==> src/rtl/wstrb_pkg.sv <==
package wstrb_pkg;
  // Strobes from the burst control to the lane datapath
  typedef struct packed {
    logic load;     // latch start lane and size of a new burst
    logic advance;  // step the window to the next beat
    logic open;     // a burst is being tracked
  } ctlStrobes_t;

  localparam logic [1:0] BURST_INCR = 2'b01;
endpackage

==> src/rtl/wstrb_lane_dp.sv <==
module wstrb_lane_dp
  import wstrb_pkg::*;
#(
  parameter int DATA_BYTES = 4,
  parameter int SIZE_W     = 3,
  localparam int LANE_W    = $clog2(DATA_BYTES)
) (
  input  logic                  clk,
  input  logic                  rstN,
  input  ctlStrobes_t           ctl,
  input  logic [LANE_W-1:0]     startLane,
  input  logic [SIZE_W-1:0]     startSize,
  input  logic [DATA_BYTES-1:0] beatStrb,
  output logic [DATA_BYTES-1:0] legalLanes,
  output logic                  strbOutside
);
  localparam int SPAN_W = LANE_W + 1;

  logic [LANE_W-1:0] laneQ;
  logic [SIZE_W-1:0] sizeQ;
  logic [SPAN_W-1:0] beatBytes;
  logic [SPAN_W-1:0] alignedLane;
  logic [SPAN_W-1:0] topLane;
  logic [SPAN_W-1:0] nextLane;

  always_comb begin
    beatBytes   = SPAN_W'(1) << sizeQ;
    alignedLane = {1'b0, laneQ} & ~(beatBytes - SPAN_W'(1));
    topLane     = alignedLane + beatBytes - SPAN_W'(1);
    nextLane    = alignedLane + beatBytes;
  end

  for (genvar g = 0; g < DATA_BYTES; g++) begin : g_lane
    assign legalLanes[g] = ctl.open
                         && (SPAN_W'(g) >= {1'b0, laneQ})
                         && (SPAN_W'(g) <= topLane);
  end

  assign strbOutside = |(beatStrb & ~legalLanes);

  always_ff @(posedge clk) begin
    if (!rstN) begin
      laneQ <= '0;
      sizeQ <= '0;
    end else if (ctl.load) begin
      laneQ <= startLane;
      sizeQ <= startSize;
    end else if (ctl.advance) begin
      laneQ <= nextLane[LANE_W-1:0];
    end
  end
endmodule

==> src/rtl/wstrb_burst_ctl.sv <==
module wstrb_burst_ctl
  import wstrb_pkg::*;
#(
  parameter int LEN_W = 8
) (
  input  logic             clk,
  input  logic             rstN,
  input  logic             awFire,
  input  logic             awIncr,
  input  logic [LEN_W-1:0] awLen,
  input  logic             wFire,
  input  logic             wLast,
  input  logic             strbOutside,
  output ctlStrobes_t      ctl,
  output logic             strbErr,
  output logic             lastErr
);
  logic             busyQ;
  logic [LEN_W-1:0] beatQ;
  logic [LEN_W-1:0] lenQ;
  logic             finalBeat;

  assign finalBeat   = (beatQ == lenQ);
  assign ctl.load    = !busyQ && awFire && awIncr;
  assign ctl.advance = busyQ && wFire;
  assign ctl.open    = busyQ;

  always_ff @(posedge clk) begin
    if (!rstN) begin
      busyQ   <= 1'b0;
      beatQ   <= '0;
      lenQ    <= '0;
      strbErr <= 1'b0;
      lastErr <= 1'b0;
    end else begin
      strbErr <= ctl.advance && strbOutside;
      lastErr <= ctl.advance && (wLast != finalBeat);
      if (ctl.load) begin
        busyQ <= 1'b1;
        beatQ <= '0;
        lenQ  <= awLen;
      end else if (ctl.advance) begin
        if (finalBeat) busyQ <= 1'b0;
        else           beatQ <= beatQ + LEN_W'(1);
      end
    end
  end
endmodule

==> src/rtl/wstrb_window_check.sv <==
module wstrb_window_check
  import wstrb_pkg::*;
#(
  parameter int ADDR_W     = 32,
  parameter int DATA_BYTES = 4,
  parameter int LEN_W      = 8,
  parameter int SIZE_W     = 3,
  localparam int LANE_W    = $clog2(DATA_BYTES)
) (
  input  logic                  clk,
  input  logic                  rstN,
  input  logic                  awValid,
  input  logic                  awReady,
  input  logic [ADDR_W-1:0]     awAddr,
  input  logic [SIZE_W-1:0]     awSize,
  input  logic [LEN_W-1:0]      awLen,
  input  logic [1:0]            awBurst,
  input  logic                  wValid,
  input  logic                  wReady,
  input  logic [DATA_BYTES-1:0] wStrb,
  input  logic                  wLast,
  output logic                  strbErr,
  output logic                  lastErr,
  output logic [DATA_BYTES-1:0] legalLanes
);
  ctlStrobes_t ctl;
  logic        strbOutside;

  wstrb_burst_ctl #(.LEN_W(LEN_W)) u_ctl (
    .clk         (clk),
    .rstN        (rstN),
    .awFire      (awValid && awReady),
    .awIncr      (awBurst == BURST_INCR),
    .awLen       (awLen),
    .wFire       (wValid && wReady),
    .wLast       (wLast),
    .strbOutside (strbOutside),
    .ctl         (ctl),
    .strbErr     (strbErr),
    .lastErr     (lastErr)
  );

  wstrb_lane_dp #(.DATA_BYTES(DATA_BYTES), .SIZE_W(SIZE_W)) u_dp (
    .clk         (clk),
    .rstN        (rstN),
    .ctl         (ctl),
    .startLane   (awAddr[LANE_W-1:0]),
    .startSize   (awSize),
    .beatStrb    (wStrb),
    .legalLanes  (legalLanes),
    .strbOutside (strbOutside)
  );
endmodule

==> config.mk <==
export PLATFORM = sky130hd
export DESIGN_NAME = wstrb_window_check
export DESIGN_NICKNAME = d
export VERILOG_FILES = /design/src/rtl/wstrb_pkg.sv /design/src/rtl/wstrb_lane_dp.sv /design/src/rtl/wstrb_burst_ctl.sv /design/src/rtl/wstrb_window_check.sv
export SDC_FILE = /design/constraint.sdc
export NUM_CORES = 1
export LEC_CHECK = 0
export BUFFER_PORTS_ARGS = -buffer_cell sky130_fd_sc_hd__buf_2
export CORE_MARGIN = 10
export CORE_UTILIZATION = 25
export CTS_BUF_LIST = sky130_fd_sc_hd__clkbuf_8 sky130_fd_sc_hd__clkbuf_16
export CTS_CLUSTER_DIAMETER = 80
export CTS_CLUSTER_SIZE = 28
export DETAILED_ROUTE_END_ITERATION = 8
export PLACE_DENSITY = 0.54
export SKIP_CTS_REPAIR_TIMING = 1
export SLEW_MARGIN = 20
export SYNTH_ARGS = -nofsm -noshare
export SYNTH_HDL_FRONTEND = slang
export SYNTH_SLANG_ARGS = --single-unit
==> constraint.sdc <==
create_clock -name clk -period 5.5 [get_ports clk]
set_input_delay 0 -clock clk [delete_from_list [all_inputs] [get_ports clk]]
set_output_delay 0 -clock clk [all_outputs]
set_load 0.02 [all_outputs]
# Yosys cells after proc, flatten, opt, wreduce, memory -nomap -nowiden
# Cells that the tools add are included.
dict set report totals {
  reg_bits 24
  input_bits 56
  output_inout_bits 6
  wordCells 54
}
dict set report op_classes {
  add_sub_neg 4
  magnitude_cmp 7
  eq_ne 3
  n_shift 1
  mux 5
  bitwise 6
  reduce_logical 21
}
# cell n
set op_table {}
lappend op_table {{logical AND 1 bit} 14}
lappend op_table {{adder 8 x 1 -> 8 bit (second input constant)} 1}
lappend op_table {{== test 8 bit} 1}
lappend op_table {{less-or-equal comparator 1 x 3 -> 1 bit (first input constant)} 2}
lappend op_table {{less-or-equal comparator 2 x 3 -> 1 bit (first input constant)} 2}
lappend op_table {{subtractor 3 x 1 -> 3 bit (second input constant)} 2}
lappend op_table {{AND 4 bit} 1}
lappend op_table {{>= comparator 1 x 2 -> 1 bit (first input constant)} 2}
lappend op_table {{two-way mux 2 bit} 2}
lappend op_table {{NOT 4 bit} 1}
lappend op_table {{AND reduction 2 bit} 2}
lappend op_table {{nonzero test 2 bit} 2}
lappend op_table {{OR reduction 4 bit} 1}
lappend op_table {{adder 3 bit} 1}
lappend op_table {{AND 2 x 3 -> 3 bit} 1}
lappend op_table {{two-way mux 1 bit} 3}
lappend op_table {{NOT 3 bit} 1}
lappend op_table {{<< shifter 1 x 3 -> 3 bit (first input constant)} 1}
lappend op_table {{== test 2 x 1 -> 1 bit (second input constant)} 1}
lappend op_table {{>= comparator 2 bit (first input constant)} 1}
lappend op_table {{NOT 1 bit} 2}
lappend op_table {{OR reduction 2 bit} 1}
lappend op_table {{zero test 1 bit} 1}
lappend op_table {{inequality test 1 bit} 1}

# Depth between registers and ports, before layout
dict set report logic_depth {
  depth_word 12
  depth_mapped 9
  depth_no_buf 9
}

# By module
# From an unflattened synthesis, not the netlist that was laid out.
dict set report unflattened {
  hier_cells 166
  area_unflattened_um2 1432.6
}
# mod instances cells_per_inst area_per_inst_um2 seq_area_each_um2
set by_module_without_submodules {}
lappend by_module_without_submodules {wstrb_burst_ctl 1 101 924.6 380.4}
lappend by_module_without_submodules {wstrb_lane_dp 1 62 481.7 100.1}
lappend by_module_without_submodules {wstrb_window_check 1 3 26.3 0.0}

# Least setup slack after synthesis
# OpenSTA, ideal clock, no wires.
dict set report synth_timing {
  path_kind {register -> register}
  startpoint {register u_dp.sizeQ[2]}
  endpoint {register u_ctl.strbErr}
  setup_ns 0.074
  t_arrival_ns 1.967
  required_ns 5.426
  path_slack_ns 3.459
  stages_incl_launch_ff 8
  path_buffers 0
  synth_period_minus_slack_ns 2.041
  cell_sequence {dfxtp_1 -> nor4_1 -> inv_1 -> ha_1 -> xnor2_1 -> o311a_4 -> nand2b_4 -> a31oi_1}
}
dict set report synth_via {
  elab_chain_cells 12
  word_cells_on_any_way 18
  cone_classes {3 x add/sub; 4 x order compare; 1 x shift; 4 x bitwise; 6 x reduce/logical}
}
# element line
set synth_lines {}
lappend synth_lines {{start: declaration} wstrb_lane_dp.sv:20} ;# logic [SIZE_W-1:0] sizeQ;
lappend synth_lines {{start signal: assignment} wstrb_lane_dp.sv:47} ;# sizeQ <= startSize;
lappend synth_lines {{<< shifter 1 x 3 -> 3 bit (*)} wstrb_lane_dp.sv:27} ;# beatBytes = SPAN_W'(1) << sizeQ;
lappend synth_lines {{subtractor 3 x 1 -> 3 bit} wstrb_lane_dp.sv:28} ;# alignedLane = {1'b0, laneQ} & ~(beatBytes - SPAN_W'(1));
lappend synth_lines {{NOT 3 bit} wstrb_lane_dp.sv:28}
lappend synth_lines {{AND 2 x 3 -> 3 bit} wstrb_lane_dp.sv:28}
lappend synth_lines {{adder 3 bit (*)} wstrb_lane_dp.sv:29} ;# topLane = alignedLane + beatBytes - SPAN_W'(1);
lappend synth_lines {{subtractor 3 x 1 -> 3 bit (*)} wstrb_lane_dp.sv:29}
lappend synth_lines {{less-or-equal comparator 2 x 3 -> 1 bit (*)} wstrb_lane_dp.sv:36} ;# && (SPAN_W'(g) <= topLane);
lappend synth_lines {{logical AND 1 bit (*)} wstrb_lane_dp.sv:36}
lappend synth_lines {{via legalLanes[2]} wstrb_window_check.sv:24} ;# output logic [DATA_BYTES-1:0] legalLanes
lappend synth_lines {{NOT 4 bit (*)} wstrb_lane_dp.sv:39} ;# assign strbOutside = |(beatStrb & ~legalLanes);
lappend synth_lines {{AND 4 bit (*)} wstrb_lane_dp.sv:39}
lappend synth_lines {{OR reduction 4 bit (*)} wstrb_lane_dp.sv:39}
lappend synth_lines {{logical AND 1 bit (*)} wstrb_burst_ctl.sv:36} ;# strbErr <= ctl.advance && strbOutside;
lappend synth_lines {{end signal: assignment} wstrb_burst_ctl.sv:36}
lappend synth_lines {{end: declaration} wstrb_burst_ctl.sv:15} ;# output logic strbErr,
# The timed path passes the listed nets; every way through them passes the cells marked *.
# A chain may end at the register's enable or synchronous reset.

# Worst setup path in the final report
dict set report layout_timing {
  startpoint {register u_dp.sizeQ[2]}
  endpoint {output port legalLanes[1]}
}
dict set report layout_via {
  elab_chain_cells 8
}
# element line
set layout_lines {}
lappend layout_lines {{<< shifter 1 x 3 -> 3 bit (*)} wstrb_lane_dp.sv:27}
lappend layout_lines {{subtractor 3 x 1 -> 3 bit} wstrb_lane_dp.sv:28}
lappend layout_lines {{NOT 3 bit} wstrb_lane_dp.sv:28}
lappend layout_lines {{AND 2 x 3 -> 3 bit} wstrb_lane_dp.sv:28}
lappend layout_lines {{adder 3 bit (*)} wstrb_lane_dp.sv:29}
lappend layout_lines {{subtractor 3 x 1 -> 3 bit (*)} wstrb_lane_dp.sv:29}
lappend layout_lines {{less-or-equal comparator 1 x 3 -> 1 bit (*)} wstrb_lane_dp.sv:36}
lappend layout_lines {{logical AND 1 bit (*)} wstrb_lane_dp.sv:36}
lappend layout_lines {{end: declaration} wstrb_window_check.sv:24}
# Mark *: on every way between the ends. The rest lies on a longest branch, timed or not.

==> flow_summary.yaml <==
outcome:
  status: "finished, violations left"
  violations: "hold timing"
drt:
  viasPerCell: 4.29
  totalWireLength_um: 3000
  wl_per_cell_um: 11.5
  ant_nets: 0
  drc: 0
  drtIter0Drc: 30
  vias: 1116
  first_pass_iters: 4
layout:
  finalInstanceArea_mm2: 0.00169
  synthToLayoutAreaGrowth_pct: 34.4
  layout-drive-gt1-share: 0.212
  fill_cells: 499
  num_antenna_cells: 0
  fin_nets: 254
global_route:
  grt_pass1_wl_um: 4930
  antenna_found_initial: 0
  overflow: 0
  grt_pass1_vias: 1075
  grt_max_degree: 17
  grtUsageTotal: 0.0712
sta:
  setup_viol: 0
  rsz0062_at_grt: "false"
  drv_slew: 0
  worst_clock_skew_ps: 2.19
  worst_slew_pin_slew_ps: 797
  fin_crit_ps: 2410
  finalHoldViolCount: 1
  period_share: 0.437
  max_freq_ghz: 0.416
  slew_headroom: 0.463
  finalSetupTns_ps: 0
  holdWs_ps: -3.25
yosys:
  synth_edf_count: 0
  syn_area_per_cell_um2: 8.50
  syn_inst: 148
  ys_seq_area_frac: 0.382
  ys.flop_type: "dfxtp_1"
  ys_ff_latch: 24
  yosysTopAreaCell: "dfxtp_1"
  synth_warnings: 0
  ys_types: 35
  yosys-top-cells-count: "34 x nand2_1, 24 x dfxtp_1, 13 x nor2_1, 13 x xor2_1, 11 x a21boi_1"
  synth_top_area_frac: 0.382
  ys_top_cells_by_area: "dfxtp_1 38%, nand2_1 10%, xor2_1 9.1%"
  syn-num-nets: 208
  synth.most_common_cell: "nand2_1"
  synth.cell_area_mm2: 0.00126
  synthArstFlopShare: 0
flow_run:
  cap_viol_max_count: 0
setup_path:
  crit_buf_inv: 2
  cp-start-kind: "flip-flop"
  cp_cell_sequence: "nor4_1, inv_1, ha_1, xnor2_1, nor2_1, nor2_1, buf_2"
  slowest_stage: "nor4_1"
  required_ps: 5500
  crit_arrival_ps: 2410
  path_class: "reg2out"
  crit_path_max_incr_delay_ps: 730
  reg2reg_slack_ps: 3110
  path_max_fanout: 7
  critPathCaptureType: "output port"
  crit_family: "simple AND/OR/NAND/NOR gates"
  crit_top_cell: "nor2_1"
clock_tree:
  cts_htree_levels: 1
  clk_latency_ps: 270
  clock_sinks: 24
  clockBufferDepth: 2
  clk_pin_slew_ps: 90
  cts_tree: "yes"
  cts_buffers: 3
  cts_root_buffer: "clkbuf_8"
placement:
  place_area_mm2: 0.00149
  io_buffers: 31
  dp_hpwl_um: 2290
  gp_congestion: 0.739
power_and_ir_drop:
  vdd_drop_max_mv: 0.0949
  power_density_mw_per_mm2: 225
  p_leak_uw: 0.000726
floorplan:
  fp-row-count: 25
  ios: 62
  die_w_um: 90.9
  start_util: 0.263
  die_h_um: 90.9
  core_mm2: 0.00479
  dieArea_mm2: 0.00827
hold_path:
  min_path_type: "in2reg"
## layer usage
layer	vias up	GRT usage	wire (um)
met5	-	0	0
met4	0	0.0274	33
met3	4	0.0274	129
met2	23	0.108	1320
met1	494	0.0885	1520
li1	595	-	-
## flip-flops by register name (all words and copies together) (netlist names)
| register | count |
|---|---|
| u_dp.sizeQ | 3 |
| u_ctl.strbErr | 1 |
| u_dp.laneQ | 2 |
| u_ctl.lastErr | 1 |
| u_ctl.beatQ | 8 |
| u_ctl.busyQ | 1 |
| u_ctl.lenQ | 8 |
## final timing paths
check                 from            end  cells after the start
max          u_dp.sizeQ[2]  legalLanes[1]                      7
min               wStrb[3]  u_ctl.strbErr                      3
max reg2reg  u_dp.sizeQ[2]  u_ctl.strbErr                      7
min reg2reg  u_ctl.lenQ[3]  u_ctl.lenQ[3]                      2
## through the flow
stage / total power (uW) / hold slack [ps] / instances / worst slack, ps / utilization
after global placement: 222 / 244 / 243 / 3160 / 0.311
after CTS: 379 / -52.7 / 247 / 3070 / 0.326
after global routing: 396 / 21.0 / 260 / 2890 / 0.353
after detailed placement: 222 / 246 / 243 / 3100 / 0.311
final: 381 / -3.25 / 260 / 3090 / 0.353
after floorplan: 206 / 135 / 148 / 3460 / -
## logic make-up after synthesis
logic type / after synthesis / synth area share
multiplexers: 1 / 0.00796
buffers and inverters: 7 / 0.0209
XOR/XNOR: 18 / 0.125
AND/OR/NAND/NOR: 70 / 0.267
flip-flops: 24 / 0.382
adder cells (fa/ha/maj): 4 / 0.0398
AO/OA/AOI/OAI: 24 / 0.157
## placed cells by master (no fill, tap or decap), drive strengths merged, types with 3 or more instances in the layout
cell type     n
buf          32
xnor2         5
nor2         13
nor3          3
ha            4
a21boi       12
clkbuf        3
dlygate4sd3  13
nand2        34
inv           3
nor4          3
dfxtp        24
xor2         13
nand2b        4
## worst register-to-register path, stage by stage (launching register included)
cell	delay, ps
dfxtp_1	370
nor4_1	730
inv_1	110
ha_1	240
xnor2_1	310
nor2_1	120
a221oi_1	290
a31oi_1	110
## report_power, final
| part | leakage [uW] | switching [uW] | total, uW | internal, uW |
|---|---|---|---|---|
| Sequential | 0.000194 | 2.97 | 179 | 176 |
| Combinational | 0.000496 | 21.3 | 45.8 | 24.5 |
| Clock | 0.0000357 | 58.8 | 156 | 97.4 |
| Total | 0.000726 | 83.1 | 381 | 298 |
## layout make-up
class | instances | area [um2] | share of cell area
multi-input combinational | 117 | 751 | 0.444
clock buffer | 3 | 41.3 | 0.0244
sequential | 24 | 480 | 0.284
clock inverter | 1 | 30.0 | 0.0178
timing repair buffer | 45 | 293 | 0.173
tap | 67 | 83.8 | 0.0496
inverter | 3 | 11.3 | 0.00666
(Power assumes the default switching activity.)
